--- config.mk ---
export PLATFORM = sky130hd
export DESIGN_NAME = sysctl_port_decoder
export DESIGN_NICKNAME = d
export VERILOG_FILES = /design/src/rtl/sysctl_pkg.sv /design/src/rtl/sysctl_addr_decode.sv /design/src/rtl/sysctl_lpt_ctrl.sv /design/src/rtl/sysctl_readback.sv /design/src/rtl/sysctl_port_decoder.sv
export SDC_FILE = /design/constraint.sdc
export NUM_CORES = 1
export LEC_CHECK = 0
export CAP_MARGIN = 25
export CORE_MARGIN = 5
export CORE_UTILIZATION = 35
export DETAILED_ROUTE_END_ITERATION = 8
export PLACE_DENSITY = 0.57
export SYNTH_ARGS = -nofsm -noshare
export SYNTH_HDL_FRONTEND = slang
export SYNTH_SLANG_ARGS = --single-unit
--- constraint.sdc ---
create_clock -name clk -period 5.1 [get_ports clk]
set_clock_uncertainty 0.05 [all_clocks]
set_input_delay 1.02 -clock clk [delete_from_list [all_inputs] [get_ports clk]]
set_output_delay 1.02 -clock clk [all_outputs]
set_load 0.01 [all_outputs]
--- src/rtl/sysctl_pkg.sv ---
package sysctl_pkg;

    localparam int DATA_W   = 8;
    localparam int BASE_W   = 16;
    localparam int NUM_PORT = 8;

    // Index of each decoded port inside the hit vector
    localparam int P_ZERO  = 0;
    localparam int P_FAST  = 1;
    localparam int P_GP94  = 2;
    localparam int P_PERIF = 3;
    localparam int P_GP103 = 4;
    localparam int P_GP104 = 5;
    localparam int P_GP105 = 6;
    localparam int P_GP190 = 7;

    localparam logic [15:0] PORT_ADDR [NUM_PORT] = '{
        16'h0091, 16'h0092, 16'h0094, 16'h0102,
        16'h0103, 16'h0104, 16'h0105, 16'h0190
    };

    // Bit positions inside the peripheral control byte
    localparam int PB_SERIAL = 2;
    localparam int PB_LPT_ON = 4;
    localparam int PB_SEL_LO = 5;

    typedef enum logic [1:0] {
        LPT_SEL_MONO = 2'd0,
        LPT_SEL_PRI  = 2'd1,
        LPT_SEL_SEC  = 2'd2,
        LPT_SEL_HOLD = 2'd3
    } lpt_sel_e;

    localparam logic [BASE_W-1:0] LPT_BASE_MONO = 16'h03BC;
    localparam logic [BASE_W-1:0] LPT_BASE_PRI  = 16'h0378;
    localparam logic [BASE_W-1:0] LPT_BASE_SEC  = 16'h0278;

    typedef struct packed {
        logic [DATA_W-1:0] fast_ctl;
        logic [DATA_W-1:0] gp94;
        logic [DATA_W-1:0] perif_ctl;
        logic [DATA_W-1:0] gp103;
        logic [DATA_W-1:0] gp104;
        logic [DATA_W-1:0] gp105;
        logic [DATA_W-1:0] gp190;
        logic              lpt_on;
        logic [BASE_W-1:0] lpt_base;
        logic              rst_pulse;
    } sysctl_state_t;

    localparam sysctl_state_t STATE_RESET = '{
        fast_ctl:  '0,
        gp94:      '0,
        perif_ctl: '0,
        gp103:     '0,
        gp104:     '0,
        gp105:     '0,
        gp190:     '0,
        lpt_on:    1'b1,
        lpt_base:  LPT_BASE_MONO,
        rst_pulse: 1'b0
    };

endpackage

--- src/rtl/sysctl_addr_decode.sv ---
module sysctl_addr_decode
    import sysctl_pkg::*;
#(
    parameter int ADDR_W = 16
) (
    input  logic [ADDR_W-1:0]   addr,
    output logic [NUM_PORT-1:0] hit
);

    genvar g;
    generate
        for (g = 0; g < NUM_PORT; g++) begin : g_cmp
            assign hit[g] = (addr == ADDR_W'(PORT_ADDR[g]));
        end
    endgenerate

endmodule

--- src/rtl/sysctl_lpt_ctrl.sv ---
module sysctl_lpt_ctrl
    import sysctl_pkg::*;
(
    input  logic [DATA_W-1:0] wdata,
    input  logic [BASE_W-1:0] cur_base,
    output logic              nxt_on,
    output logic [BASE_W-1:0] nxt_base
);

    lpt_sel_e sel;

    always_comb begin
        sel      = lpt_sel_e'(wdata[PB_SEL_LO +: 2]);
        // Every write drops the port; it comes back only on a valid select
        nxt_on   = 1'b0;
        nxt_base = cur_base;
        if (wdata[PB_LPT_ON]) begin
            case (sel)
                LPT_SEL_MONO: begin nxt_on = 1'b1; nxt_base = LPT_BASE_MONO; end
                LPT_SEL_PRI:  begin nxt_on = 1'b1; nxt_base = LPT_BASE_PRI;  end
                LPT_SEL_SEC:  begin nxt_on = 1'b1; nxt_base = LPT_BASE_SEC;  end
                default:      begin nxt_on = 1'b0; nxt_base = cur_base;      end
            endcase
        end
    end

endmodule

--- src/rtl/sysctl_readback.sv ---
module sysctl_readback
    import sysctl_pkg::*;
(
    input  logic                rd,
    input  logic                variant,
    input  logic [NUM_PORT-1:0] hit,
    input  sysctl_state_t       st,
    output logic [DATA_W-1:0]   rdata
);

    logic [DATA_W-1:0] perif_view;
    logic [DATA_W-1:0] gp105_view;

    always_comb begin
        perif_view = st.perif_ctl | (variant ? 8'h00 : 8'h08);
        gp105_view = st.gp105     | (variant ? 8'h80 : 8'h00);
        rdata = 8'hFF;
        if (!rd) begin
            rdata = 8'h00;
        end else begin
            unique case (1'b1)
                hit[P_ZERO]:  rdata = 8'h00;
                hit[P_FAST]:  rdata = st.fast_ctl;
                hit[P_GP94]:  rdata = st.gp94;
                hit[P_PERIF]: rdata = perif_view;
                hit[P_GP103]: rdata = st.gp103;
                hit[P_GP104]: rdata = st.gp104;
                hit[P_GP105]: rdata = gp105_view;
                hit[P_GP190]: rdata = st.gp190;
                default:      rdata = 8'hFF;
            endcase
        end
    end

endmodule

--- src/rtl/sysctl_port_decoder.sv ---
module sysctl_port_decoder
    import sysctl_pkg::*;
#(
    parameter int ADDR_W = 16
) (
    input  logic              clk,
    input  logic              rst_n,
    input  logic              variant_sel,
    input  logic [ADDR_W-1:0] bus_addr,
    input  logic              bus_wr,
    input  logic              bus_rd,
    input  logic [7:0]        bus_wdata,
    output logic [7:0]        bus_rdata,
    output logic              a20_alt_en,
    output logic              cpu_reset_req,
    output logic              serial_en,
    output logic              lpt_en,
    output logic [15:0]       lpt_base
);

    sysctl_state_t       st_d, st_q;
    logic [NUM_PORT-1:0] hit;
    logic                lpt_on_n;
    logic [BASE_W-1:0]   lpt_base_n;

    sysctl_addr_decode #(.ADDR_W(ADDR_W)) u_dec (
        .addr (bus_addr),
        .hit  (hit)
    );

    sysctl_lpt_ctrl u_lpt (
        .wdata    (bus_wdata),
        .cur_base (st_q.lpt_base),
        .nxt_on   (lpt_on_n),
        .nxt_base (lpt_base_n)
    );

    sysctl_readback u_rb (
        .rd      (bus_rd),
        .variant (variant_sel),
        .hit     (hit),
        .st      (st_q),
        .rdata   (bus_rdata)
    );

    always_comb begin
        st_d           = st_q;
        st_d.rst_pulse = 1'b0;
        if (bus_wr) begin
            if (hit[P_FAST]) begin
                st_d.fast_ctl  = variant_sel ? {bus_wdata[7:1], 1'b0} : bus_wdata;
                st_d.rst_pulse = variant_sel & bus_wdata[0];
            end
            if (hit[P_GP94])  st_d.gp94  = bus_wdata;
            if (hit[P_PERIF]) begin
                st_d.perif_ctl = bus_wdata;
                st_d.lpt_on    = lpt_on_n;
                st_d.lpt_base  = lpt_base_n;
            end
            if (hit[P_GP103]) st_d.gp103 = bus_wdata;
            if (hit[P_GP104]) st_d.gp104 = bus_wdata;
            if (hit[P_GP105]) st_d.gp105 = bus_wdata;
            if (hit[P_GP190]) st_d.gp190 = bus_wdata;
        end
    end

    always_ff @(posedge clk) begin
        if (!rst_n) st_q <= STATE_RESET;
        else        st_q <= st_d;
    end

    assign a20_alt_en    = st_q.fast_ctl[1];
    assign cpu_reset_req = st_q.rst_pulse;
    assign serial_en     = st_q.perif_ctl[PB_SERIAL];
    assign lpt_en        = st_q.lpt_on;
    assign lpt_base      = st_q.lpt_base;

endmodule

==> impl.org, run 1 <==
** CTS
- Clock tree synthesis found a total of 61 sinks.
- TritonCTS built the clock tree.
- Reg clk slew, reported paths :: 0.07 ns
- Count of buffers added by post-CTS timing repair for setup :: 0
- The number of hold buffers added after CTS was 0.
- Number of buffers added by the clock tree synthesis step :: 9
- Clock root cell :: sky130_fd_sc_hd__clkbuf_8
- Resized Gates After CTS :: 0
- In this run the number of H-tree levels came out at 3.
- Clk buf depth :: 2
- Clock latency on the worst-skew pair, taken at its later pin, is 0.33 ns.

** Synthesis
- Synthesis instantiated 41 different standard cells from the library.
- For this run, the register share of the synthesized area comes to 0.3827.
- Share of cell area taken by muxes after synthesis :: 0.07529
- Average instance area after synthesis :: 8.396 µm²
- Share of the synthesized area in compound gates (AO/OA/AOI/OAI) :: 0.2502
- Of the total synthesized cell area, the portion taken by XOR and XNOR cells is 0.005490.
- sky130_fd_sc_hd__dfxtp_1 takes more of the synthesized area than any other cell.
- Of the post-synthesis cell area, the dominant cell type holds 0.3827.
- Dominant combinational cell family by area after synthesis :: compound AO/OA/AOI/OAI gates
- Of the total synthesized cell area, the portion taken by AND, OR, NAND and NOR gates is 0.1918.
- Most used flip-flop cell after synthesis :: sky130_fd_sc_hd__dfxtp_1
- Number of flip-flops and latches in the synthesized netlist :: 61
- Of all flip-flops after synthesis, the portion carrying an async set or reset was 0.
- Count of synthesis-stage warnings from yosys :: 0
- Post-synthesis adder-cell area fraction :: 0.007843
- The mapped netlist covers 0.003191 mm².
- Leading cell types by total area after synthesis :: sky130_fd_sc_hd__dfxtp_1 38%, sky130_fd_sc_hd__a21boi_0 9.4%, sky130_fd_sc_hd__mux2i_1 7.5%
- Synthesis produced 380 cells.
- Yosys mapped a number of flops with a built-in enable equal to 0.

** Floorplanning
- During I/O placement, the number of pins put on the boundary was 57.
- Die boundary width :: 105.5 µm
- The core region is 0.008806 mm².
- The die is 105.5 µm tall.
- Starting density of the core :: 0.3623
- The floorplan has 34 rows.
- The die covers 0.01113 mm².

** STA
- Headroom to the max-slew limit came out at 0.6063.
- Final setup fails :: 0
- The routed design could run at a clock period as short as 4.544 ns.
- At the pin with the least slew margin, the transition time is 0.5889 ns.
- Derived from the worst setup path, the maximum achievable clock frequency is 0.2201 GHz.
- Setup repair after global routing left no endpoint under its margin.
- The count of final max-slew check failures is 0.
- Count of endpoints failing hold in the final timing report :: 0
- TNS Setup :: 0 ns
- Part of the cycle the worst path needs :: 0.8910

** Worst setup path
- Counting stages on the worst path, the most repeated cell is sky130_fd_sc_hd__clkdlybuf4s50_1.
- Critical path's largest stage delay :: 0.60 ns
- Critical path, cell by cell :: clkdlybuf4s50_1 > nor4b_2 > and3_1 > a221oi_1 > a41oi_1 > clkdlybuf4s50_1
- Slowest CP cell :: sky130_fd_sc_hd__clkdlybuf4s50_1
- STA classifies the critical path endpoint as an output pin.
- Data required time at the worst endpoint :: 4.03 ns
- The worst setup path is launched from an input port.
- On the critical path the largest part of the delay comes from buffers and inverters.
- The worst setup path is of the input port to output pin kind.
- Arrival @ worst endpoint :: 3.47 ns
- In this run the worst path has a maximum fanout of 12.
- Worst path bufs/invs :: 2

** Route
- First-pass iteration count of the detailed router :: 5
- Post-DRT Antenna Nets :: 0
- Detailed-route via count :: 2997
- Overall routed net length :: 9.320 mm
- Per-cell routed wire length :: 17.96 µm
- Via/cell ratio :: 5.775
- After detailed routing, the number of remaining DRC violations is 0.
- Iteration-0 DRC Markers :: 194

** Cells and area
- Post-Layout Cell Count :: 519
- The number of antenna diodes in the final layout is 0.
- In the final layout, the share of cells above drive strength 1 is 0.08029.
- Number of nets in the finished design :: 438
- Syn-to-layout area delta :: 21.92%

** Power and ir drop
- Power density over the cells :: 273.9 mW/mm²
- Worst IR drop on VDD :: 0.1044 mV
- For this design the static power due to leakage is 1.318 nW.

** Hold path
- The path class of the tightest hold or removal check is flop to flop.

** Run status
- Status :: finished, final reports clean

** Global route
- Gr ovfl total :: 0
- Entering global routing, the biggest net connects 69 pins.
- The initial antenna violation count came to 0.
- Global-route total usage across every layer :: 0.1694
- The number of global-route vias before repair is 2839.
- First-pass GRT wire length :: 15.05 mm

** Place
- Once placement completed, the tool counted placed cells totaling 503.
- Quantity of I/O buffers inserted on ports :: 44
- The HPWL after detailed placement is 6.328 mm.
- Final RePlAce weighted congestion :: 0.7940

** Flow run
- Max-cap violations in this run came to 0.
[layout by cell type (no fill, tap or decap), drive strengths merged, types with 3 or more instances in the layout]
cell and instances:
a22oi 13, o21ai 43, and3 4, clkdlybuf4s50 43
buf 13, mux2i 24, a41oi 8, nor4 3
a21boi 40, o2bb2ai 5, o211ai 3, clkbuf 12
nor3 4, nand4 9, inv 5, nor4b 3
nand2 28, nor2 5, dfxtp 61, conb 12
nand3 45
[report_power, final]
| part | internal, W | switching (W) | total [W] |
|---|---|---|---|
| logic | 0.0000391 | 0.0000476 | 0.0000867 |
| clock network | 0.000313 | 0.000190 | 0.000503 |
| registers | 0.000476 | 0.00000000185 | 0.000476 |
| total | 0.000828 | 0.000238 | 0.00107 |
[cells in the mapped netlist (3+ instances only)]
cell / n
sky130_fd_sc_hd__nand3_1: 45
sky130_fd_sc_hd__nand4_1: 9
sky130_fd_sc_hd__inv_1: 5
sky130_fd_sc_hd__a21boi_0: 40
sky130_fd_sc_hd__nor3_1: 4
sky130_fd_sc_hd__nor4_1: 3
sky130_fd_sc_hd__o21ai_0: 43
sky130_fd_sc_hd__o211ai_1: 3
sky130_fd_sc_hd__and3_1: 4
sky130_fd_sc_hd__nor2_1: 5
sky130_fd_sc_hd__mux2i_1: 24
sky130_fd_sc_hd__buf_4: 16
sky130_fd_sc_hd__o2bb2ai_1: 5
sky130_fd_sc_hd__clkbuf_1: 30
sky130_fd_sc_hd__a22oi_1: 13
sky130_fd_sc_hd__nand2_1: 28
sky130_fd_sc_hd__a41oi_1: 8
sky130_fd_sc_hd__dfxtp_1: 61
[metrics by stage]
step	hold slack [ns]	total power [W]	utilization	setup WS, ns	area, µm²
finish	0.3973	0.001066	0.4417	0.5559	3890
CTS	0.4041	0.001075	0.4395	0.5497	3870
global route	0.4264	0.001105	0.4417	0.3156	3890
global placement	0.3865	0.0005711	0.4130	0.5546	3637
floorplan	0.3757	0.0005313	-	1.425	3228
detailed placement	0.3931	0.0005717	0.4130	0.5632	3637
[worst paths after layout]
| check | start | endpoint | slack [ns] | cells past startpoint |
|---|---|---|---|---|
| setup / recovery | bus_addr[8] | bus_rdata[7] | 0.56 | 6 |
| hold / removal | lpt_base[6] | lpt_base[6] | 0.40 | 2 |
| setup reg to reg | st_q[72] | st_q[72] | 4.36 | 2 |
| hold reg to reg | lpt_base[6] | lpt_base[6] | 0.40 | 2 |
[worst min-delay path, cell delays in order (launching register included)]
cell and delay (ns):
sky130_fd_sc_hd__dfxtp_1 0.31, sky130_fd_sc_hd__inv_1 0.05, sky130_fd_sc_hd__a21oi_1 0.05
[kinds of logic after synthesis]
family / Yosys count
flip-flops: 61
AO/OA/AOI/OAI: 119
AND/OR/NAND/NOR: 115
adder cells (fa/ha/maj): 2
buffers and inverters: 55
multiplexers: 24
XOR/XNOR: 2
other: 2
[state kept, by name, summed over array words and instances (netlist names)]
name / count
a20_alt_en: 1
lpt_en: 1
cpu_reset_req: 1
st_q: 54
serial_en: 1
lpt_base: 3
[metal layers]
layer  global-route usage  wire length (µm)
met4              0.08154               203
met3              0.03117               575
met1               0.2199              4075
met2               0.2709              4466
met5                    0                 0
[area by class of cell]
class / count / area (µm²)
flip-flops and latches: 61 / 1221
clock buffers: 12 / 165.2
well taps: 108 / 135.1
fillers: 891 / 4916
multi-input cells: 274 / 1744
inverters: 5 / 18.77
clock inverters: 3 / 67.56
repair buffers: 56 / 538.0
No activity file was read; power rests on OpenSTA's default activity.
==> run 2, diff against run 1 <==
--- a/config.mk
+++ b/config.mk
@@ -9,7 +9,7 @@
 export CORE_MARGIN = 5
 export CORE_UTILIZATION = 35
 export DETAILED_ROUTE_END_ITERATION = 8
-export PLACE_DENSITY = 0.57
+export PLACE_DENSITY = 0.59
 export SYNTH_ARGS = -nofsm -noshare
 export SYNTH_HDL_FRONTEND = slang
 export SYNTH_SLANG_ARGS = --single-unit
==> run 2 against run 1 <==
Effect of this change: final cell count is the same; largest power group is now sequential cells; critical path type unchanged; utilization down 0.48 points; combinational power up 2%.
==> impl.org, run 2 (synthesis gave the netlist of run 1 again) <==
** Run status
- Status :: finished, final reports clean

** Worst setup path
- FF-to-FF Start :: a20_alt_en
- The worst setup path is captured at an output pin.
- Crit start category :: input port
- By startpoint and endpoint, the worst setup path is classified as input port to output pin.
- The depth of the worst register-to-register path came to 2 (unchanged).
- Peak fanout along the critical path :: 11 (-1)
- Data required time at the worst endpoint :: 4.03 ns (about the same)
- The signal arrival time at the worst endpoint was 3.63 ns (+0.16 ns).
- Worst setup path startpoint :: bus_addr[1]

** STA
- Setup repair after global routing left no endpoint under its margin.
- Transition time of the tightest slew-check pin :: 0.5852 ns (-0.003646 ns)
- Time the final worst path needs with I/O delays and setup :: 4.699 ns (+0.1545 ns)
- TNS Setup :: 0 ns (unchanged)
- The count of final max-slew check failures was 0 (unchanged).
- Max transition margin :: 0.6099 (+0.003531)
- The number of hold violations in the final report came to 0 (unchanged).
- Top achievable clock speed :: 0.2128 GHz (-3.3%)
- Part of the cycle the worst path needs :: 0.9213 (+0.03029)
- The count of endpoints failing setup in the final report came to 0 (unchanged).

** Floorplanning
- Starting density of the core :: 0.3623 (unchanged)
- Die ar. :: 0.01113 mm² (unchanged)
- The site row count was 34 (unchanged).
- The y dimension of the die was 105.5 µm (unchanged).
- The I/O pin count is 57 (unchanged).
- The chip width was 105.5 µm (unchanged).
- The area of the core is 0.008806 mm² (unchanged).

** Global route
- Initial antenna violation count :: 0 (unchanged)
- The global-route usage over all layers was 0.1694 (about the same).
- First-pass GRT wire length :: 15.10 mm (+0.37%)
- The total congestion overflow after global routing came to 0 (unchanged).
- Largest net degree at the start of global routing :: 69 (unchanged)
- The number of global-route vias before repair was 2875 (+1.3%).

** Power and ir drop
- The logic gate share of total power was 0.090 (+0.009).
- Power density over the cells :: 255.2 mW/mm² (-6.8%)
- Share of power burned in registers :: 0.485 (+0.038)
- The total net switching power came to 0.0002435 W (+2.4%).
- Sw Share :: 0.2480 (+0.02491)
- Cell internal power dissipation :: 0.0007385 W (-11%)
- The maximum ir drop on the vdd rail was 0.1366 mV (+31%).
- Static leakage power :: 1.301 nW (-1.3%)
- The power consumption is 0.0009820 W (-7.8%).
- The clock network fraction of total power came to 0.425 (-0.047).

** CTS
- The tree is rooted in a sky130_fd_sc_hd__clkbuf_8.
- TritonCTS built the clock tree.
- Number of buffers inserted by hold repair at cts :: 0 (unchanged)
- Resized Gates After CTS :: 0 (unchanged)
- The number of H-tree levels was 3 (unchanged).
- Number of buffers added by the clock tree synthesis step :: 9 (unchanged)
- Clk buf depth :: 2 (unchanged)
- The buffers inserted during post-CTS setup optimization is 0 (unchanged).
- Latest clock arrival within the worst-skew pair :: 0.34 ns (about the same)
- Sinks on Clock Net :: 61 (unchanged)
- The clock edge transition at the registers on the reported setup and hold paths came to 0.07 ns (about the same).

** Route
- The number of detailed-routing iterations run before antenna repair came to 5 (unchanged).
- The residual antenna-violating net count after detailed routing was 0 (unchanged).
- The first-iteration detailed-routing DRC count came to 279 (+44%).
- Detailed-route via count :: 2974 (-0.77%)
- The DRC violation count after routing came to 0 (unchanged).
- The vias per cell came to 5.730 (-0.77%).
- The final wirelength was 9.381 mm (+0.65%).
- Per-cell routed wire length :: 18.08 µm (+0.65%)

** Cells and area
- Share of cells above drive strength 1 :: 0.08029 (unchanged)
- Ranked by flip-flop count, first place goes to st_q.
- Syn-to-layout area delta :: 20.59%
- Leaving out fill and tap cells, the most frequent cell in the layout is sky130_fd_sc_hd__dfxtp_1.
- Max reg flops :: 54 (unchanged)
- Number of nets in the finished design :: 437 (-0.23%)
- The final standard cell utilization of the core is 0.4369 (-0.004831).
- Leaving out fill and tap cells, the most frequent cells in the layout are 61 x sky130_fd_sc_hd__dfxtp_1, 45 x sky130_fd_sc_hd__nand3_1, 43 x sky130_fd_sc_hd__o21ai_0, 43 x sky130_fd_sc_hd__clkdlybuf4s50_1, 40 x sky130_fd_sc_hd__a21boi_0.
- Ant diodes :: 0 (unchanged)

** Hold path
- The startpoint identified for the worst hold timing path is lpt_base[6].
- The instance count along the most critical hold path came to 2 (unchanged).
- In this run the worst hold path is classified as flop to flop.

** Place
- The routability-driven placement congestion ratio was 0.8211 (+3.4%).
- HPWL after detailed placement :: 6.249 mm (-1.2%)
- Quantity of I/O buffers inserted on ports :: 44 (unchanged)

** Flow run
- Maxcap violations :: 0 (unchanged)
[run 2: cell count changes in the layout (fill, tap and decap cells not counted), sizes merged]
| cell | previous run | this run |
|---|---|---|
| bufinv | 2 | 1 |
| clkinv | 0 | 5 |
| buf | 13 | 12 |
| clkbuf | 12 | 9 |
[run 2: power groups by stage]
stage	Sequential [W]	Clock [W]	Combinational, W
floorplan	0.000487	0	0.0000443
global placement	0.000487	0	0.0000845
detailed placement	0.000487	0	0.0000854
CTS	0.000476	0.000425	0.0000857
global route	0.000476	0.000450	0.0000944
finish	0.000476	0.000417	0.0000885
[run 2: per-stage QoR]
stage | hold slack, ns | setup WS (ns) | area, µm² | cells
2_1_floorplan | 0.3757 | 1.425 | 3228 | 390
4_1_cts | 0.4074 | 0.3869 | 3820 | 518
5_1_grt | 0.4326 | 0.2386 | 3847 | 519
3_5_place_dp | 0.3978 | 0.4170 | 3630 | 502
3_3_place_gp | 0.3896 | 0.4141 | 3630 | 502
6_report | 0.4011 | 0.4014 | 3847 | 519
[run 2: critical path, stage by stage]
cell and delay (ns):
sky130_fd_sc_hd__clkdlybuf4s50_1 0.60, sky130_fd_sc_hd__nor4b_1 0.42, sky130_fd_sc_hd__and2_1 0.35, sky130_fd_sc_hd__buf_4 0.24
sky130_fd_sc_hd__a22oi_1 0.14, sky130_fd_sc_hd__a41oi_1 0.27, sky130_fd_sc_hd__clkdlybuf4s50_1 0.58
[run 2: path summary, 6_finish.rpt]
check	slack [ns]	endpoint
max	0.40	bus_rdata[0]
min	0.40	lpt_base[6]
max reg2reg	4.38	a20_alt_en
min reg2reg	0.40	lpt_base[6]
[run 2: metal layers]
metal	vias up	share of wire	track usage	wire length (µm)
li1	1421	-	-	-
met4	0	0.023	0.06186	212
met2	105	0.45	0.2591	4202
met5	-	0	0	0
met1	1431	0.45	0.2225	4254
met3	17	0.076	0.05562	712
[run 2: cell type report]
class | count | area (µm²)
Timing Repair Buffer | 55 | 538.0
Inverter | 5 | 18.77
Clock inverter | 7 | 66.31
Sequential cell | 61 | 1221
Tap cell | 108 | 135.1
Multi-Input combinational cell | 274 | 1744
Fill cell | 872 | 4959
Clock buffer | 9 | 123.9
==> run 3, diff against run 2 <==
--- a/config.mk
+++ b/config.mk
@@ -9,7 +9,7 @@
 export CORE_MARGIN = 5
 export CORE_UTILIZATION = 35
 export DETAILED_ROUTE_END_ITERATION = 8
-export PLACE_DENSITY = 0.59
+export PLACE_DENSITY = 0.57
 export SYNTH_ARGS = -nofsm -noshare
 export SYNTH_HDL_FRONTEND = slang
 export SYNTH_SLANG_ARGS = --single-unit
==> results of run 3 <==
Same layout as run 1: the final DEF is identical, and so are final timing and power.
